--- src/rtl/vit_pkg.sv ---
`timescale 1ns/1ps
package vit_pkg;
  // strobes from control to datapath
  typedef struct packed {
    logic initPm;  // load the start-of-trellis metrics
    logic acsEn;   // run one add-compare-select step
  } vitStrobeT;
endpackage

--- src/rtl/vit_bmu.sv ---
`timescale 1ns/1ps
module vit_bmu #(
  parameter int SOFT_W = 3,
  parameter int BMW    = SOFT_W + 1
) (
  input  logic [SOFT_W-1:0]      softA,
  input  logic [SOFT_W-1:0]      softB,
  output logic [3:0][BMW-1:0]    bm      // index {c1,c0}
);
  localparam logic [SOFT_W-1:0] TOP = '1;

  for (genvar i = 0; i < 4; i++) begin : g_bm
    localparam bit C0 = (i % 2) == 1;
    localparam bit C1 = (i / 2) == 1;
    logic [SOFT_W-1:0] distA, distB;
    assign distA = C0 ? (TOP - softA) : softA;
    assign distB = C1 ? (TOP - softB) : softB;
    assign bm[i] = BMW'(distA) + BMW'(distB);
  end
endmodule

--- src/rtl/vit_ctrl.sv ---
`timescale 1ns/1ps
module vit_ctrl
  import vit_pkg::*;
(
  input  logic      clk,
  input  logic      rst,
  input  logic      symValid,
  output vitStrobeT strobes,
  output logic      survValid
);
  always_comb begin
    strobes.initPm = rst;
    strobes.acsEn  = symValid & ~rst;  // reset has priority
  end

  always_ff @(posedge clk) begin
    if (rst) survValid <= 1'b0;
    else     survValid <= symValid;
  end

  // flag is a one-cycle echo of an accepted symbol
  assert_valid_pulse_R7: assert property (@(posedge clk) disable iff (rst)
    symValid |=> survValid);
  assert_valid_low_R7: assert property (@(posedge clk) disable iff (rst)
    !symValid |=> !survValid);
endmodule

--- src/rtl/vit_acs_path.sv ---
`timescale 1ns/1ps
module vit_acs_path
  import vit_pkg::*;
#(
  parameter int             K           = 5,
  parameter int             SOFT_W      = 3,
  parameter int             MW          = 8,
  parameter logic [K-1:0]   G0          = 5'b10011,
  parameter logic [K-1:0]   G1          = 5'b11101,
  parameter int             INIT_METRIC = 128
) (
  input  logic                       clk,
  input  vitStrobeT                  strobes,
  input  logic [SOFT_W-1:0]          softA,
  input  logic [SOFT_W-1:0]          softB,
  input  logic [K-2:0]               metricSel,
  output logic [(1<<(K-1))-1:0]      survivors,
  output logic [MW-1:0]              metricOut
);
  localparam int SW  = K - 1;
  localparam int NS  = 1 << SW;
  localparam int BMW = SOFT_W + 1;

  logic [3:0][BMW-1:0] bm;
  logic [NS-1:0][MW-1:0] pmQ, pmNew, pmD;
  logic [NS-1:0] dec, carry0, carry1;
  logic [MW-1:0] minV;
  logic pmHasZero;

  vit_bmu #(.SOFT_W(SOFT_W), .BMW(BMW)) u_bmu (
    .softA(softA), .softB(softB), .bm(bm)
  );

  for (genvar n = 0; n < NS; n++) begin : g_acs
    localparam int U  = n / (NS / 2);
    localparam int P0 = (n * 2) % NS;
    localparam int P1 = P0 + 1;
    localparam logic [K-1:0] REG0 = K'(U * NS + P0);
    localparam logic [K-1:0] REG1 = K'(U * NS + P1);
    localparam int IDX0 = 2 * int'(^(G1 & REG0)) + int'(^(G0 & REG0));
    localparam int IDX1 = 2 * int'(^(G1 & REG1)) + int'(^(G0 & REG1));
    logic [MW:0] sum0, sum1, diff;
    logic pick1;
    assign sum0  = {1'b0, pmQ[P0]} + (MW+1)'(bm[IDX0]);
    assign sum1  = {1'b0, pmQ[P1]} + (MW+1)'(bm[IDX1]);
    assign diff  = {1'b0, sum0[MW-1:0]} - {1'b0, sum1[MW-1:0]};
    assign pick1 = ~diff[MW] & (|diff[MW-1:0]);  // strictly smaller via odd branch
    assign pmNew[n]  = pick1 ? sum1[MW-1:0] : sum0[MW-1:0];
    assign dec[n]    = pick1;
    assign carry0[n] = sum0[MW];
    assign carry1[n] = sum1[MW];
  end

  always_comb begin
    minV = pmNew[0];
    for (int i = 1; i < NS; i++)
      if (pmNew[i] < minV) minV = pmNew[i];
    for (int i = 0; i < NS; i++)
      pmD[i] = pmNew[i] - minV;
  end

  always_ff @(posedge clk) begin
    if (strobes.initPm) begin
      for (int i = 0; i < NS; i++)
        pmQ[i] <= (i == 0) ? '0 : MW'(INIT_METRIC);
      survivors <= '0;
    end else if (strobes.acsEn) begin
      pmQ       <= pmD;
      survivors <= dec;
    end
  end

  assign metricOut = pmQ[metricSel];

  always_comb begin
    pmHasZero = 1'b0;
    for (int i = 0; i < NS; i++)
      if (pmQ[i] == '0) pmHasZero = 1'b1;
  end

  // no add-compare-select sum leaves 8 bits
  assert_no_overflow_R6: assert property (@(posedge clk) disable iff (strobes.initPm)
    strobes.acsEn |-> (carry0 == '0 && carry1 == '0));
  // stored metrics are renormalised to a zero minimum
  assert_min_zero_R5: assert property (@(posedge clk) disable iff (strobes.initPm)
    strobes.acsEn |=> pmHasZero);
  // idle cycles leave metrics and decisions untouched
  assert_hold_R8: assert property (@(posedge clk) disable iff (strobes.initPm)
    !strobes.acsEn |=> ($stable(pmQ) && $stable(survivors)));
  // right after reset the start metrics are in place
  assert_reset_state_R1: assert property (@(posedge clk) disable iff (strobes.initPm)
    $fell(strobes.initPm) |-> (pmQ[0] == '0 && pmQ[NS-1] == MW'(INIT_METRIC) && survivors == '0));
endmodule

--- src/rtl/vit_metric_core.sv ---
`timescale 1ns/1ps
module vit_metric_core
  import vit_pkg::*;
#(
  parameter int             K           = 5,
  parameter int             SOFT_W      = 3,
  parameter int             MW          = 8,
  parameter logic [K-1:0]   G0          = 5'b10011,
  parameter logic [K-1:0]   G1          = 5'b11101,
  parameter int             INIT_METRIC = 128
) (
  input  logic                   clk,
  input  logic                   rst,
  input  logic                   symValid,
  input  logic [SOFT_W-1:0]      softA,
  input  logic [SOFT_W-1:0]      softB,
  input  logic [K-2:0]           metricSel,
  output logic [(1<<(K-1))-1:0]  survivors,
  output logic                   survValid,
  output logic [MW-1:0]          metricOut
);
  vitStrobeT strobes;

  vit_ctrl u_ctrl (
    .clk(clk), .rst(rst), .symValid(symValid),
    .strobes(strobes), .survValid(survValid)
  );

  vit_acs_path #(
    .K(K), .SOFT_W(SOFT_W), .MW(MW), .G0(G0), .G1(G1), .INIT_METRIC(INIT_METRIC)
  ) u_path (
    .clk(clk), .strobes(strobes), .softA(softA), .softB(softB),
    .metricSel(metricSel), .survivors(survivors), .metricOut(metricOut)
  );
endmodule

--- config.mk ---
export PLATFORM = sky130hd
export DESIGN_NAME = vit_metric_core
export DESIGN_NICKNAME = d
export VERILOG_FILES = /design/src/rtl/vit_pkg.sv /design/src/rtl/vit_bmu.sv /design/src/rtl/vit_ctrl.sv /design/src/rtl/vit_acs_path.sv /design/src/rtl/vit_metric_core.sv
export SDC_FILE = /design/constraint.sdc
export NUM_CORES = 1
export LEC_CHECK = 0
export BUFFER_PORTS_ARGS = -buffer_cell sky130_fd_sc_hd__buf_2
export CORE_MARGIN = 10
export CORE_UTILIZATION = 50
export DETAILED_ROUTE_END_ITERATION = 10
export PLACE_DENSITY = 0.75
export SLEW_MARGIN = 25
export SYNTH_ARGS = -nofsm -noshare
export SYNTH_HDL_FRONTEND = slang
export SYNTH_SLANG_ARGS = --single-unit
--- constraint.sdc ---
create_clock -name clk -period 37.4 [get_ports clk]
set_clock_uncertainty 0.15 [all_clocks]
set_input_delay 1.87 -clock clk [delete_from_list [all_inputs] [get_ports clk]]
set_output_delay 1.87 -clock clk [all_outputs]
set_load 0.1 [all_outputs]
==> results of run 1 <==
cell usage after synthesis, types with 63 or more instances:
cell	count	area share, %
xor2_1	182	5.6
nor2b_1	98	2.1
o21ai_0	207	3.6
a211oi_1	92	2.4
xnor2_1	196	6.0
a21o_1	129	3.4
a21oi_1	267	4.7
clkbuf_1	90	1.2
inv_1	257	3.4
nand2b_1	93	2.0
nand2_1	168	2.2
ha_1	397	17
nor2_1	354	4.6
mux2i_1	109	3.8
nor3_1	63	1.1
dfxtp_1	145	10
routing by layer:
layer	global-route usage (%)	up-vias
li1	-	13346
met1	40.1	13532
met2	47.9	1328
met3	6.35	320
met4	19.3	4
met5	0	-
layout make-up:
| type | count | area, µm² | share of cell area (%) |
|---|---|---|---|
| clock buffers | 24 | 492 | 1.60 |
| clock inverters | 8 | 126 | 0.412 |
| inverters | 259 | 976 | 3.18 |
| multi-input cells | 3109 | 24300 | 79.3 |
| flip-flops and latches | 145 | 2900 | 9.46 |
| well taps | 756 | 946 | 3.08 |
| repair buffers | 132 | 913 | 2.98 |
registers in the layout, summed over array words and instances, names as in the netlist:
name,cells
u_path.pmQ,128
u_path.survivors,16
u_ctrl.survValid,1
per-stage QoR:
stage | std cells | instance area, µm² | worst slack [ns] | util, % | hold slack [ns]
after global placement | 4385 | 29800 | 0.766 | 52.7 | 0.317
after detailed placement | 4385 | 29800 | 0.212 | 52.8 | 0.326
after global routing | 4433 | 30700 | 0.0272 | 54.3 | 0.368
final | 4433 | 30700 | 2.45 | 54.3 | 0.335
after floorplan | 3650 | 28600 | 3.04 | - | 0.327
after CTS | 4417 | 30400 | 0.770 | 53.9 | 0.341
logic make-up after synthesis:
family,after synthesis
multiplexers,183
flip-flops,145
adder cells (fa/ha/maj),457
buffers and inverters,397
AND/OR/NAND/NOR,1008
XOR/XNOR,378
AO/OA/AOI/OAI,1082
what timing repair did:
item,CTS,global route
setup buffers,0,15
endpoints found under the setup margin,0,128
resized for setup,0,33
worst max-delay path, delay by kind of cell:
family	cells	cell delay (ns)
and+or+nand+nor	41	7.27
AOI/OAI and AO/OA	73	16.30
buffers and inverters	9	1.55
xor gates and xnor gates	1	0.15
muxes	7	2.09
adders and majority gates	18	5.80
final timing paths:
path	endpoint	slack, ns	cells past startpoint	from
worst max-delay path	u_path.pmQ[70]$_SDFFE_PP0P_	2.45	149	softB[0]
worst min-delay path	u_path.survivors[5]$_SDFFE_PP0P_	0.33	2	u_path.survivors[5]$_SDFFE_PP0P_
worst max register to register	u_path.pmQ[70]$_SDFFE_PP0P_	4.31	144	u_path.pmQ[24]$_SDFFE_PP0P_
worst min register to register	u_path.survivors[5]$_SDFFE_PP0P_	0.33	2	u_path.survivors[5]$_SDFFE_PP0P_
==> run metrics, run 1 <==
Worst path slowest cell=o22ai_2; die height=259 µm; Rel. slew slack=25.5%; #FFs+latches synth=roughly 150; status=finished clean; first-pass GRT wire length=162,000 µm; Fillers=5,372; setup TNS=0 ns; total congestion overflow=0; prevailing post-synth register cell=dfxtp_1; sequential area share after synthesis=between 10% and 20%; initial antenna violation count=4; share of cells above drive strength 1=between 9 and 10%; multiplexer share of the synthesized area=8.38%; WL final=108,000 µm; worst-margin pin slew=1.12 ns; Clock Path Buffers=2; Met2 Routed Length=46,100 µm; total CTS buffers=17; vias per cell=6.44; first-pass detailed-route iteration total=6; met1 wire length=about 44,000 µm; HP Class=flop to flop; Worst EP required=37.60 ns; DP Wirelength=86,400 µm; pin count of the biggest net entering global routing=82; Final Critical Period=between 30 and 40 ns; CTS HTree Levels=4; Simple-Gate Fraction of Synth Area=about 17%; final worst-path cycle share=93.4%; Synth warnings=0; Crit Path Class=primary input to flop; synthesized-area fraction occupied by adder cells=between 20% and 30%; Crit path arrival time=35.14 ns; die area=0.0672 mm²; Syn Inst Count=roughly 3.7k; syn_nets=4,112; root buf cell=clkbuf_16; Compound-Gate Fraction of Synth Area=approximately a quarter; vias in the first global route=about 26k; DRC=0; commonest non-fill, non-tap cell in the layout=ha_1; Ant. Diodes=0; number of max-cap violations=0; synthesized cell area=around 0.029 mm²; WL per Instance=24.4 µm; Post-synth EDFFs=0; CTS tree=yes; Final Hold Vio Count=0; Synth Area in XOR/XNOR=11.6%; NumNets Final=4,126; Clock Latency Late Sink=0.51 ns; fmax=28.6 MHz; Row Count=87; Synth async-reset ratio=0%; met3 wire length=10,600 µm; Port Buf Inserts=37; vias=28.5k; CORE AREA=about 0.056 mm²; Initial Util=50.7%; max layer used=met5; most frequent cells in the layout=ha_1 (397), nor2_1 (352), a21oi_1 (264); clk slew on worst S/H paths=~0.07 ns; synthesized area per cell=about 7.8 µm²; hold buffer count at cts=0; final number of setup-violating endpoints=0; GP Congestion=1.09; Crit Path Max Fanout=14; Num Clock Sinks=145; Worst setup EP type=flop; synth unique cells=110; # IOs=38; Die Wd=259 µm; Routed Antenna Nets=0; Iteration-0 DRC Markers=roughly 3.2k; P&R area growth vs syn=7.23%; GRT Total Usage=31.4%; Worst path max stage delay=0.89 ns; Pins Over Slew Limit=0; Top cell by count, worst path=a21o_1; startpoint types=primary input; RSZ-0062 raised after global routing=false; largest family of logic cells by synthesized area=compound AO/OA/AOI/OAI gates
Power of run 1 is not shown: default switching activity piles up to over one toggle a cycle in this logic, so the estimate is an artifact.
==> run 2, diff against run 1 <==
--- a/config.mk
+++ b/config.mk
@@ -9,6 +9,7 @@
 export CORE_MARGIN = 10
 export CORE_UTILIZATION = 50
 export DETAILED_ROUTE_END_ITERATION = 10
+export MAX_ROUTING_LAYER = met4
 export PLACE_DENSITY = 0.75
 export SLEW_MARGIN = 25
 export SYNTH_ARGS = -nofsm -noshare
==> run 2 against run 1 <==
Effect of this change: non-clock buffer count shrank 1; core utilization about the same; sequential share of layout area is essentially flat; fmax rose by 0.11%.
==> run metrics, run 2 (same netlist as run 1, synthesis figures left out) <==
first-pass detailed-route iteration total=6; root buf cell=clkbuf_16; Worst EP required=37.68 ns; Crit path arrival time=35.19 ns; WL final=about 110,000 µm; Port Buf Inserts=37; worst-margin pin slew=1.10 ns; vias in the first global route=25.9k; first-pass GRT wire length=between 150,000 and 200,000 µm; Pins Over Slew Limit=0; Num Clock Sinks=145; Top reg by flops=u_path.pmQ; P&R area growth vs syn=7.15%; share of cells above drive strength 1=9.03%; most frequent cells in the layout=ha_1 (397), nor2_1 (352), a21oi_1 (264); total CTS buffers=17; WL per Instance=24.3 µm; total congestion overflow=0; hold buffer count at cts=0; commonest non-fill, non-tap cell in the layout=ha_1; Crit Path Class=primary input to flop; Worst path slowest cell=o22ai_2; met1 Track Usage GR=39.2%; HP Class=flop to flop; CORE AREA=0.0565 mm²; die height=259 µm; vias=roughly 28k; Initial Util=50.7%; GR Layer Usage met3=8.09%; CTS HTree Levels=4; area of the multi-input gates=0.0243 mm²; Worst setup EP type=flop; fmax=28.6 MHz; Clock Path Buffers=2; initial antenna violation count=3; setup TNS=0 ns; register area=0.00290 mm²; Fillers=5,369; # IOs=38; Hold Slack=0.335 ns; Iteration-0 DRC Markers=2,850; Final Critical Period=34.91 ns; Worst path max stage delay=0.93 ns; final core occ=about 54%; final number of setup-violating endpoints=0; die area=0.0672 mm²; DP Wirelength=between 80,000 and 90,000 µm; Die Wd=~260 µm; GRT Total Usage=32.1%; status=finished clean; largest registers=u_path.pmQ x128, u_path.survivors x16, u_ctrl.survValid x1; Row Count=87; Clock Latency Late Sink=0.52 ns; Rel. slew slack=26.9%; Design Area, Final=0.0307 mm²; Most Used Layer, Global Route=met2; startpoint types=primary input; number of max-cap violations=0; DP Area=0.0298 mm²; clk slew on worst S/H paths=about 0.060 ns; Top cell by count, worst path=a21oi_1; Final Hold Vio Count=0; NumNets Final=4,124; GR Util met2=47.1%; GP Congestion=1.07; CTS tree=yes; Routed Antenna Nets=0; final worst-path cycle share=roughly 93%; DRC=0; pin count of the biggest net entering global routing=133; max reg flops=128; vias per cell=6.39; Crit Path Max Fanout=14
==> run 2: layer usage <==
metal	up-vias	share of wire, %
li1	13344	-
met3	300	10
met4	0	7.1
met5	-	0
met1	13415	41
met2	1287	42
==> run 2: repair_timing <==
item                       in CTS  in global routing
gates resized for setup         0                 27
buffers inserted                0                 10
setup endpoints to repair       0                128
==> run 2: final cells by class <==
class                   instances  area share, %
well taps                     756           3.08
multi-input cells            3108           79.2
clock buffers                  25           1.65
flip-flops and latches        145           9.47
diodes                          2         0.0163
inverters                     259           3.21
clock inverters                 7          0.318
repair buffers                131           3.08
==> run 2: final timing paths <==
kind                                    startpoint  slack (ns)  depth (start not counted)                          endpoint
setup reg to reg       u_path.pmQ[16]$_SDFFE_PP0P_        4.45                        145       u_path.pmQ[70]$_SDFFE_PP0P_
hold / removal    u_path.survivors[6]$_SDFFE_PP0P_        0.34                          2  u_path.survivors[6]$_SDFFE_PP0P_
hold reg to reg   u_path.survivors[6]$_SDFFE_PP0P_        0.34                          2  u_path.survivors[6]$_SDFFE_PP0P_
setup / recovery                          softA[0]        2.49                        151       u_path.pmQ[70]$_SDFFE_PP0P_
==> run 2: worst max-delay path: cells and delay by family <==
family,cells,cell delay (ns)
compound gates,72,16.69
xor+xnor,2,0.33
fa+ha+maj,19,5.81
buf+inv,13,1.83
mux,8,2.70
simple gates,37,5.89
==> run 2: metrics by stage <==
stage	setup WS, ns	cells
2_1_floorplan	3.04	3650
3_3_place_gp	1.02	4389
3_5_place_dp	0.703	4389
4_1_cts	1.21	4421
5_1_grt	-0.0895	4433
6_report	2.49	4433
Power of run 2 is left out for the same reason.
